## src/rtl/wfz_pkg.sv

```systemverilog
// Shared mode encoding for the zero-suppression hit finder.
package wfz_pkg;
    typedef enum logic [1:0] {
        MODE_RAW     = 2'd0,
        MODE_WIN     = 2'd1,
        MODE_HIT     = 2'd2,
        MODE_RAW_ALT = 2'd3
    } mode_e;

    // Both raw encodings forward every sample.
    function automatic logic is_raw(input logic [1:0] m);
        return (m == MODE_RAW) || (m == MODE_RAW_ALT);
    endfunction
endpackage

```

## src/rtl/wfz_spill_gate.sv

```systemverilog
// Acquisition gate and bin-time base.
// Assumes spill_trig is a single-cycle pulse. The trigger takes effect for samples
// from the next cycle on. Bin time counts valid samples and restarts at a trigger.
module wfz_spill_gate #(
    parameter int SPILL_BINS = 8000,
    parameter int TIME_W     = 16
) (
    input  logic              clk,
    input  logic              rst_n,
    input  logic              smp_valid,
    input  logic              spill_only,
    input  logic              spill_trig,
    output logic              acq_en,
    output logic [TIME_W-1:0] bin_time
);
    localparam int CNT_W = $clog2(SPILL_BINS + 1);

    logic [CNT_W-1:0] win_left;

    // Remaining samples in the acquisition stretch.
    always_ff @(posedge clk) begin
        if (!rst_n)
            win_left <= '0;
        else if (spill_trig)
            win_left <= CNT_W'(SPILL_BINS);
        else if (smp_valid && (win_left != '0))
            win_left <= win_left - CNT_W'(1);
    end

    // Bin counter relative to reset or the last trigger.
    always_ff @(posedge clk) begin
        if (!rst_n)
            bin_time <= '0;
        else if (spill_trig)
            bin_time <= '0;
        else if (smp_valid)
            bin_time <= bin_time + TIME_W'(1);
    end

    // Open when ungated, or while samples remain in the stretch.
    assign acq_en = !spill_only || (win_left != '0);
endmodule

```

## src/rtl/wfz_dat_window.sv

```systemverilog
// Data-above-threshold window. A sample above threshold is emitted and arms
// POST_WIN further samples. A re-crossing re-arms the count. flush clears it.
module wfz_dat_window #(
    parameter int SMP_W    = 12,
    parameter int CHAN_W   = 4,
    parameter int POST_WIN = 20,
    parameter int REC_W    = 32
) (
    input  logic              clk,
    input  logic              rst_n,
    input  logic              flush,
    input  logic              smp_valid,
    input  logic [SMP_W-1:0]  smp_data,
    input  logic [CHAN_W-1:0] smp_chan,
    input  logic [SMP_W-1:0]  thresh,
    output logic              rec_v,
    output logic [REC_W-1:0]  rec_d
);
    localparam int RW = $clog2(POST_WIN + 1);

    logic [RW-1:0] remain;
    logic          above;

    assign above = smp_data > thresh;

    // Count of samples still owed after the latest crossing.
    always_ff @(posedge clk) begin
        if (!rst_n)
            remain <= '0;
        else if (flush)
            remain <= '0;
        else if (smp_valid) begin
            if (above)
                remain <= RW'(POST_WIN);
            else if (remain != '0)
                remain <= remain - RW'(1);
        end
    end

    // Emit on a crossing or while the window is armed.
    assign rec_v = smp_valid && !flush && (above || (remain != '0));
    assign rec_d = REC_W'({smp_chan, smp_data});
endmodule

```

## src/rtl/wfz_hit_reducer.sv

```systemverilog
// Full-hit reduction. Tracks the peak and its bin during an above-threshold run.
// Emits one record when the run ends. flush abandons an open hit.
module wfz_hit_reducer #(
    parameter int SMP_W  = 12,
    parameter int CHAN_W = 4,
    parameter int TIME_W = 16,
    parameter int REC_W  = 32
) (
    input  logic              clk,
    input  logic              rst_n,
    input  logic              flush,
    input  logic              smp_valid,
    input  logic [SMP_W-1:0]  smp_data,
    input  logic [CHAN_W-1:0] smp_chan,
    input  logic [SMP_W-1:0]  thresh,
    input  logic [TIME_W-1:0] bin_time,
    output logic              rec_v,
    output logic [REC_W-1:0]  rec_d
);
    logic              active;
    logic [SMP_W-1:0]  peak;
    logic [TIME_W-1:0] peak_t;
    logic              above;

    assign above = smp_data > thresh;

    // Open-hit flag: set on a crossing, cleared when the run ends or on flush.
    always_ff @(posedge clk) begin
        if (!rst_n)
            active <= 1'b0;
        else if (flush)
            active <= 1'b0;
        else if (smp_valid)
            active <= above;
    end

    // Peak value and bin. A strict compare keeps the earliest of equal peaks.
    always_ff @(posedge clk) begin
        if (!rst_n) begin
            peak   <= '0;
            peak_t <= '0;
        end else if (!flush && smp_valid && above && (!active || (smp_data > peak))) begin
            peak   <= smp_data;
            peak_t <= bin_time;
        end
    end

    // Record on the first sample that is not above threshold after a run.
    assign rec_v = smp_valid && !flush && active && !above;
    assign rec_d = REC_W'({peak_t, peak, smp_chan});
endmodule

```

## src/rtl/wfz_out_reg.sv

```systemverilog
// One-entry output register with valid/ready.
// A record that arrives while the register is full and stalled is dropped,
// and the drop sets a sticky flag.
module wfz_out_reg #(
    parameter int REC_W = 32
) (
    input  logic             clk,
    input  logic             rst_n,
    input  logic             rec_v,
    input  logic [REC_W-1:0] rec_d,
    input  logic             out_ready,
    output logic             out_valid,
    output logic [REC_W-1:0] out_data,
    output logic             overflow
);
    logic load;

    assign load = rec_v && (!out_valid || out_ready);

    // Valid flag and payload.
    always_ff @(posedge clk) begin
        if (!rst_n) begin
            out_valid <= 1'b0;
            out_data  <= '0;
        end else if (load) begin
            out_valid <= 1'b1;
            out_data  <= rec_d;
        end else if (out_ready) begin
            out_valid <= 1'b0;
        end
    end

    // Sticky loss flag.
    always_ff @(posedge clk) begin
        if (!rst_n)
            overflow <= 1'b0;
        else if (rec_v && out_valid && !out_ready)
            overflow <= 1'b1;
    end
endmodule

```

## src/rtl/wfz_hit_finder.sv

```systemverilog
// Top of the zero-suppression hit finder for one channel stream.
// Selects raw, window or hit readout, applies the spill gate, and drives the
// output register. Assumes the mode changes only between hits; a change flushes
// the state of the mode that is left.
module wfz_hit_finder
    import wfz_pkg::*;
#(
    parameter int SMP_W      = 12,
    parameter int CHAN_W     = 4,
    parameter int TIME_W     = 16,
    parameter int POST_WIN   = 20,
    parameter int SPILL_BINS = 8000,
    parameter int REC_W      = TIME_W + SMP_W + CHAN_W
) (
    input  logic              clk,
    input  logic              rst_n,
    input  logic              smp_valid,
    input  logic [SMP_W-1:0]  smp_data,
    input  logic [CHAN_W-1:0] smp_chan,
    input  logic [SMP_W-1:0]  thresh,
    input  logic [1:0]        mode,
    input  logic              spill_only,
    input  logic              spill_trig,
    input  logic              out_ready,
    output logic              out_valid,
    output logic [REC_W-1:0]  out_data,
    output logic              overflow
);
    logic              acq_en;
    logic [TIME_W-1:0] bin_time;
    logic              win_v, hit_v, raw_v, sel_v;
    logic [REC_W-1:0]  win_d, hit_d, raw_d, sel_d;
    logic              win_flush, hit_flush;

    wfz_spill_gate #(.SPILL_BINS(SPILL_BINS), .TIME_W(TIME_W)) u_gate (
        .clk(clk), .rst_n(rst_n), .smp_valid(smp_valid),
        .spill_only(spill_only), .spill_trig(spill_trig),
        .acq_en(acq_en), .bin_time(bin_time)
    );

    // Each reducer is flushed when the gate is closed or its mode is not selected.
    assign win_flush = !acq_en || (mode != MODE_WIN);
    assign hit_flush = !acq_en || (mode != MODE_HIT);

    wfz_dat_window #(.SMP_W(SMP_W), .CHAN_W(CHAN_W), .POST_WIN(POST_WIN), .REC_W(REC_W)) u_win (
        .clk(clk), .rst_n(rst_n), .flush(win_flush), .smp_valid(smp_valid),
        .smp_data(smp_data), .smp_chan(smp_chan), .thresh(thresh),
        .rec_v(win_v), .rec_d(win_d)
    );

    wfz_hit_reducer #(.SMP_W(SMP_W), .CHAN_W(CHAN_W), .TIME_W(TIME_W), .REC_W(REC_W)) u_hit (
        .clk(clk), .rst_n(rst_n), .flush(hit_flush), .smp_valid(smp_valid),
        .smp_data(smp_data), .smp_chan(smp_chan), .thresh(thresh),
        .bin_time(bin_time), .rec_v(hit_v), .rec_d(hit_d)
    );

    // Raw path: every gated sample, tagged with its channel.
    assign raw_v = smp_valid && acq_en && is_raw(mode);
    assign raw_d = REC_W'({smp_chan, smp_data});

    // Record select by mode.
    always_comb begin
        sel_v = raw_v;
        sel_d = raw_d;
        if (mode == MODE_WIN) begin
            sel_v = win_v;
            sel_d = win_d;
        end else if (mode == MODE_HIT) begin
            sel_v = hit_v;
            sel_d = hit_d;
        end
    end

    wfz_out_reg #(.REC_W(REC_W)) u_out (
        .clk(clk), .rst_n(rst_n), .rec_v(sel_v), .rec_d(sel_d),
        .out_ready(out_ready), .out_valid(out_valid), .out_data(out_data),
        .overflow(overflow)
    );
endmodule

```

## config.mk

```make
export PLATFORM = sky130hd
export DESIGN_NAME = wfz_hit_finder
export DESIGN_NICKNAME = d
export VERILOG_FILES = /design/src/rtl/wfz_pkg.sv /design/src/rtl/wfz_spill_gate.sv /design/src/rtl/wfz_dat_window.sv /design/src/rtl/wfz_hit_reducer.sv /design/src/rtl/wfz_out_reg.sv /design/src/rtl/wfz_hit_finder.sv
export SDC_FILE = /design/constraint.sdc
export NUM_CORES = 1
export LEC_CHECK = 0
export BUFFER_PORTS_ARGS = -buffer_cell sky130_fd_sc_hd__buf_2
export CORE_AREA = 5 5 126 128
export CTS_CLUSTER_SIZE = 30
export DETAILED_ROUTE_END_ITERATION = 8
export DIE_AREA = 0 0 131 133
export PLACE_DENSITY = 0.6
export SYNTH_ARGS = -nofsm -noshare
export SYNTH_HDL_FRONTEND = slang
export SYNTH_SLANG_ARGS = --single-unit
```

## constraint.sdc

```tcl
create_clock -name clk -period 3.7 [get_ports clk]
set_clock_uncertainty 0.05 [all_clocks]
set_input_delay 0.185 -clock clk [delete_from_list [all_inputs] [get_ports clk]]
set_output_delay 0.185 -clock clk [all_outputs]
set_load 0.02 [all_outputs]
```

==> flow_metrics.env <==
export IMPL_coreArea_um2=14800
export IMPL_start_kind="flop"
export IMPL_post_drt_wl_per_cell_um=13.7
export IMPL_synth_edf_count=0
export IMPL_insertion_delay_ps=340
export IMPL_num_antenna_cells=0
export IMPL_cts_buffers=9
export IMPL_relSlewSlack_pct=43.2
export IMPL_dpl_hpwl_um=8580
export IMPL_grt_usage_pct=13.4
export IMPL_nets=709
export IMPL_clockBufferDepth=2
export IMPL_ys_ff_latch=97
export IMPL_syn_nets=652
export IMPL_async_reset_ff_share_pct=0
export IMPL_synthDistinctLibCells=47
export IMPL_num_rows=45
export IMPL_final_cell_mix="nand2_1, dfxtp_1, buf_2"
export IMPL_setup_viol=0
export IMPL_p_int_w=0.00180
export IMPL_seq_power_share_pct=45.0
export IMPL_root_buffer="clkbuf_16"
export IMPL_grt_max_degree=65
export IMPL_grt_pass1_vias=4026
export IMPL_synth_flop_cell="dfxtp_1"
export IMPL_cpPeakStageDelay_ps=470
export IMPL_outcome="finished, final reports clean"
export IMPL_io_buffers=69
export IMPL_rsz0062_at_grt="false"
export IMPL_drv_cap=0
export IMPL_grt_pass1_wl_um=19000
export IMPL_p_sw_w=0.000632
export IMPL_drive_above_1_share_pct=16.6
export IMPL_final_cells=834
export IMPL_finalCritPeriodShare_pct=70.3
export IMPL_cts_max_level=3
export IMPL_crit_buf_inv=2
export IMPL_slew_violations=0
export IMPL_p_leak_nw=2.34
export IMPL_cts_tree="built"
export IMPL_holdCritPathClass="input pin to flop"
export IMPL_wl_um=11400
export IMPL_netlist_instances=585
export IMPL_initial_core_util_pct=33.8
export IMPL_min_period_ps=2600
export IMPL_worst_setup_path_end_kind="flop"
export IMPL_cp_data_required_time_ps=3920
export IMPL_postSynthAreaPerCell_um2=8.52
export IMPL_arrival_ps=2820
export IMPL_tightest_slew_ps=852
export IMPL_vias_per_cell=4.88
export IMPL_path_max_fanout=28
export IMPL_hold_viol=0
export IMPL_fin_setup_tns_ps=0
export IMPL_layout_commonest_cell="nand2_1"
export IMPL_cts_sinks=97
export IMPL_dieArea_um2=17400
export IMPL_swShare_pct=26.0
export IMPL_synth_top_area_share_pct=39.0
export IMPL_critical_path_class="flop to flop"
export IMPL_pwr_share_comb_pct=13.0
export IMPL_synth_area_leaders="dfxtp_1, mux2i_1, nand2_1"
export IMPL_dieWidth_um=131
export IMPL_worst_path_max_delay_cell="buf_4"
export IMPL_yosysWarningCount=0
export IMPL_gp_congestion=0.929
export IMPL_crit_chain="inv_1 -> ha_1 -> nand4_1 -> nor2_1 -> a21boi_0 -> o311ai_0 -> nor4b_2 -> buf_4 -> mux2i_1"
export IMPL_antenna_left=0
export IMPL_ios=70
export IMPL_dr_first_iter_drc_count=178
export IMPL_ctsHoldBuffers=0
export IMPL_yosys_area_top_type="dfxtp_1"
export IMPL_clock_power_share_pct=42.0
export IMPL_die_h_um=133
export IMPL_place_inst=819
export IMPL_peakVddDrop_mv=0.215
export IMPL_critPathTopFamily="simple AND/OR/NAND/NOR gates"
export IMPL_grt_ovfl_total=0
export IMPL_power_density_nw_per_um2=421
export IMPL_drt_pass1_iter_count=5
export IMPL_drc=0
export IMPL_cts_resized=0
export IMPL_grt_antenna_before_repair=0
export IMPL_ys_seq_area_share_pct=39.0
export IMPL_setup_slack_ps=1100
export IMPL_vias=4070
export IMPL_dp_slack_ps=890
export IMPL_fmax_mhz=385
export IMPL_syn_to_final_growth_pct=16.0
export IMPL_post_cts_buffers=0
export IMPL_syn_area_um2=4980
export IMPL_clk_pin_slew_worst_paths_ps=70
-- through the flow --
stage                     power [W]  instance area, um2  utilization (%)  hold WS [ps]
after floorplan             0.00135                4980                -           259
after CTS                   0.00246                5780             39.2          68.1
after global placement      0.00143                5460             37.0           393
final                       0.00243                5780             39.2          78.7
after detailed placement    0.00144                5460             37.0           395
after global routing        0.00254                5780             39.2          69.0
-- path summary, 6_finish.rpt --
check	from	end	slack, ps	cells past startpoint
min	smp_data[0]	u_hit.peak[0]$_SDFFE_PN0P_	80	3
max	u_hit.peak[9]$_SDFFE_PN0P_	u_hit.peak_t[14]$_SDFFE_PN0P_	1100	9
max reg2reg	u_hit.peak[9]$_SDFFE_PN0P_	u_hit.peak_t[14]$_SDFFE_PN0P_	1100	9
min reg2reg	u_out.out_data[21]$_SDFFE_PN0P_	u_out.out_data[21]$_SDFFE_PN0P_	400	2
-- logic make-up (layout without fill, tap and decap cells) --
group                    count (synthesis)  in the layout  share of synthesized area (%)
AO/OA/AOI/OAI                           63             63                           7.91
multiplexers                            66             66                           13.4
buffers and inverters                   60            121                           5.35
XOR/XNOR                                23             23                           4.04
AND/OR/NAND/NOR                        245            245                           22.6
adder cells (fa/ha/maj)                 31             31                           7.78
flip-flops                              97             97                           39.0
-- sequential cells by signal, indices dropped and copies added, names as in the netlist --
name / flops
u_out.out_data: 32
u_gate.win_left: 13
u_win.remain: 5
u_out.overflow: 1
u_out.out_valid: 1
u_hit.active: 1
u_hit.peak_t: 16
u_gate.bin_time: 16
u_hit.peak: 12
-- worst reg2reg max path: cells and delay by family, from the launching register on --
kind | cells | cell delay, ps
multiplexers | 1 | 280
AO/OA/AOI/OAI | 2 | 470
flip-flops | 1 | 330
adder cells (fa/ha/maj) | 1 | 290
buffers and inverters | 2 | 530
AND/OR/NAND/NOR | 3 | 580
-- cells in the mapped netlist (6+ instances only) --
cell type,count
dfxtp_1,97
ha_1,31
o21ai_0,21
mux2i_1,61
a21oi_1,20
clkbuf_1,20
nor3_1,6
and3_1,6
nor2_1,30
o21a_1,8
nand4_1,6
xor2_1,16
nand2_1,156
inv_1,34
xnor2_1,7
-- layout make-up --
type	instances	area, um2
Clock buffer	9	225
Clock inverter	6	97.6
Fill cell	1524	8970
Inverter	34	128
Multi-Input combinational cell	428	2780
Sequential cell	97	1940
Tap cell	188	235
Timing Repair Buffer	72	370
-- power by group through the flow --
stage,Clock [W],Combinational (W),Sequential (W)
after floorplan,0,0.000220,0.00113
after global placement,0,0.000309,0.00112
after detailed placement,0,0.000317,0.00112
after CTS,0.00105,0.000318,0.00110
after global routing,0.00108,0.000353,0.00110
final,0.00102,0.000316,0.00110
-- routing by layer --
layer  share of wire, %  wire (um)  vias to the layer above  global-route usage, %
met5                  0          0                        -                      0
met2                 47       5330                       78                   21.2
li1                   -          -                     2073                      -
met1                 46       5290                     1901                   17.4
met4                2.4        271                        0                   6.06
met3                4.5        515                       18                   2.79
No activity file was read; power rests on OpenSTA's default activity.
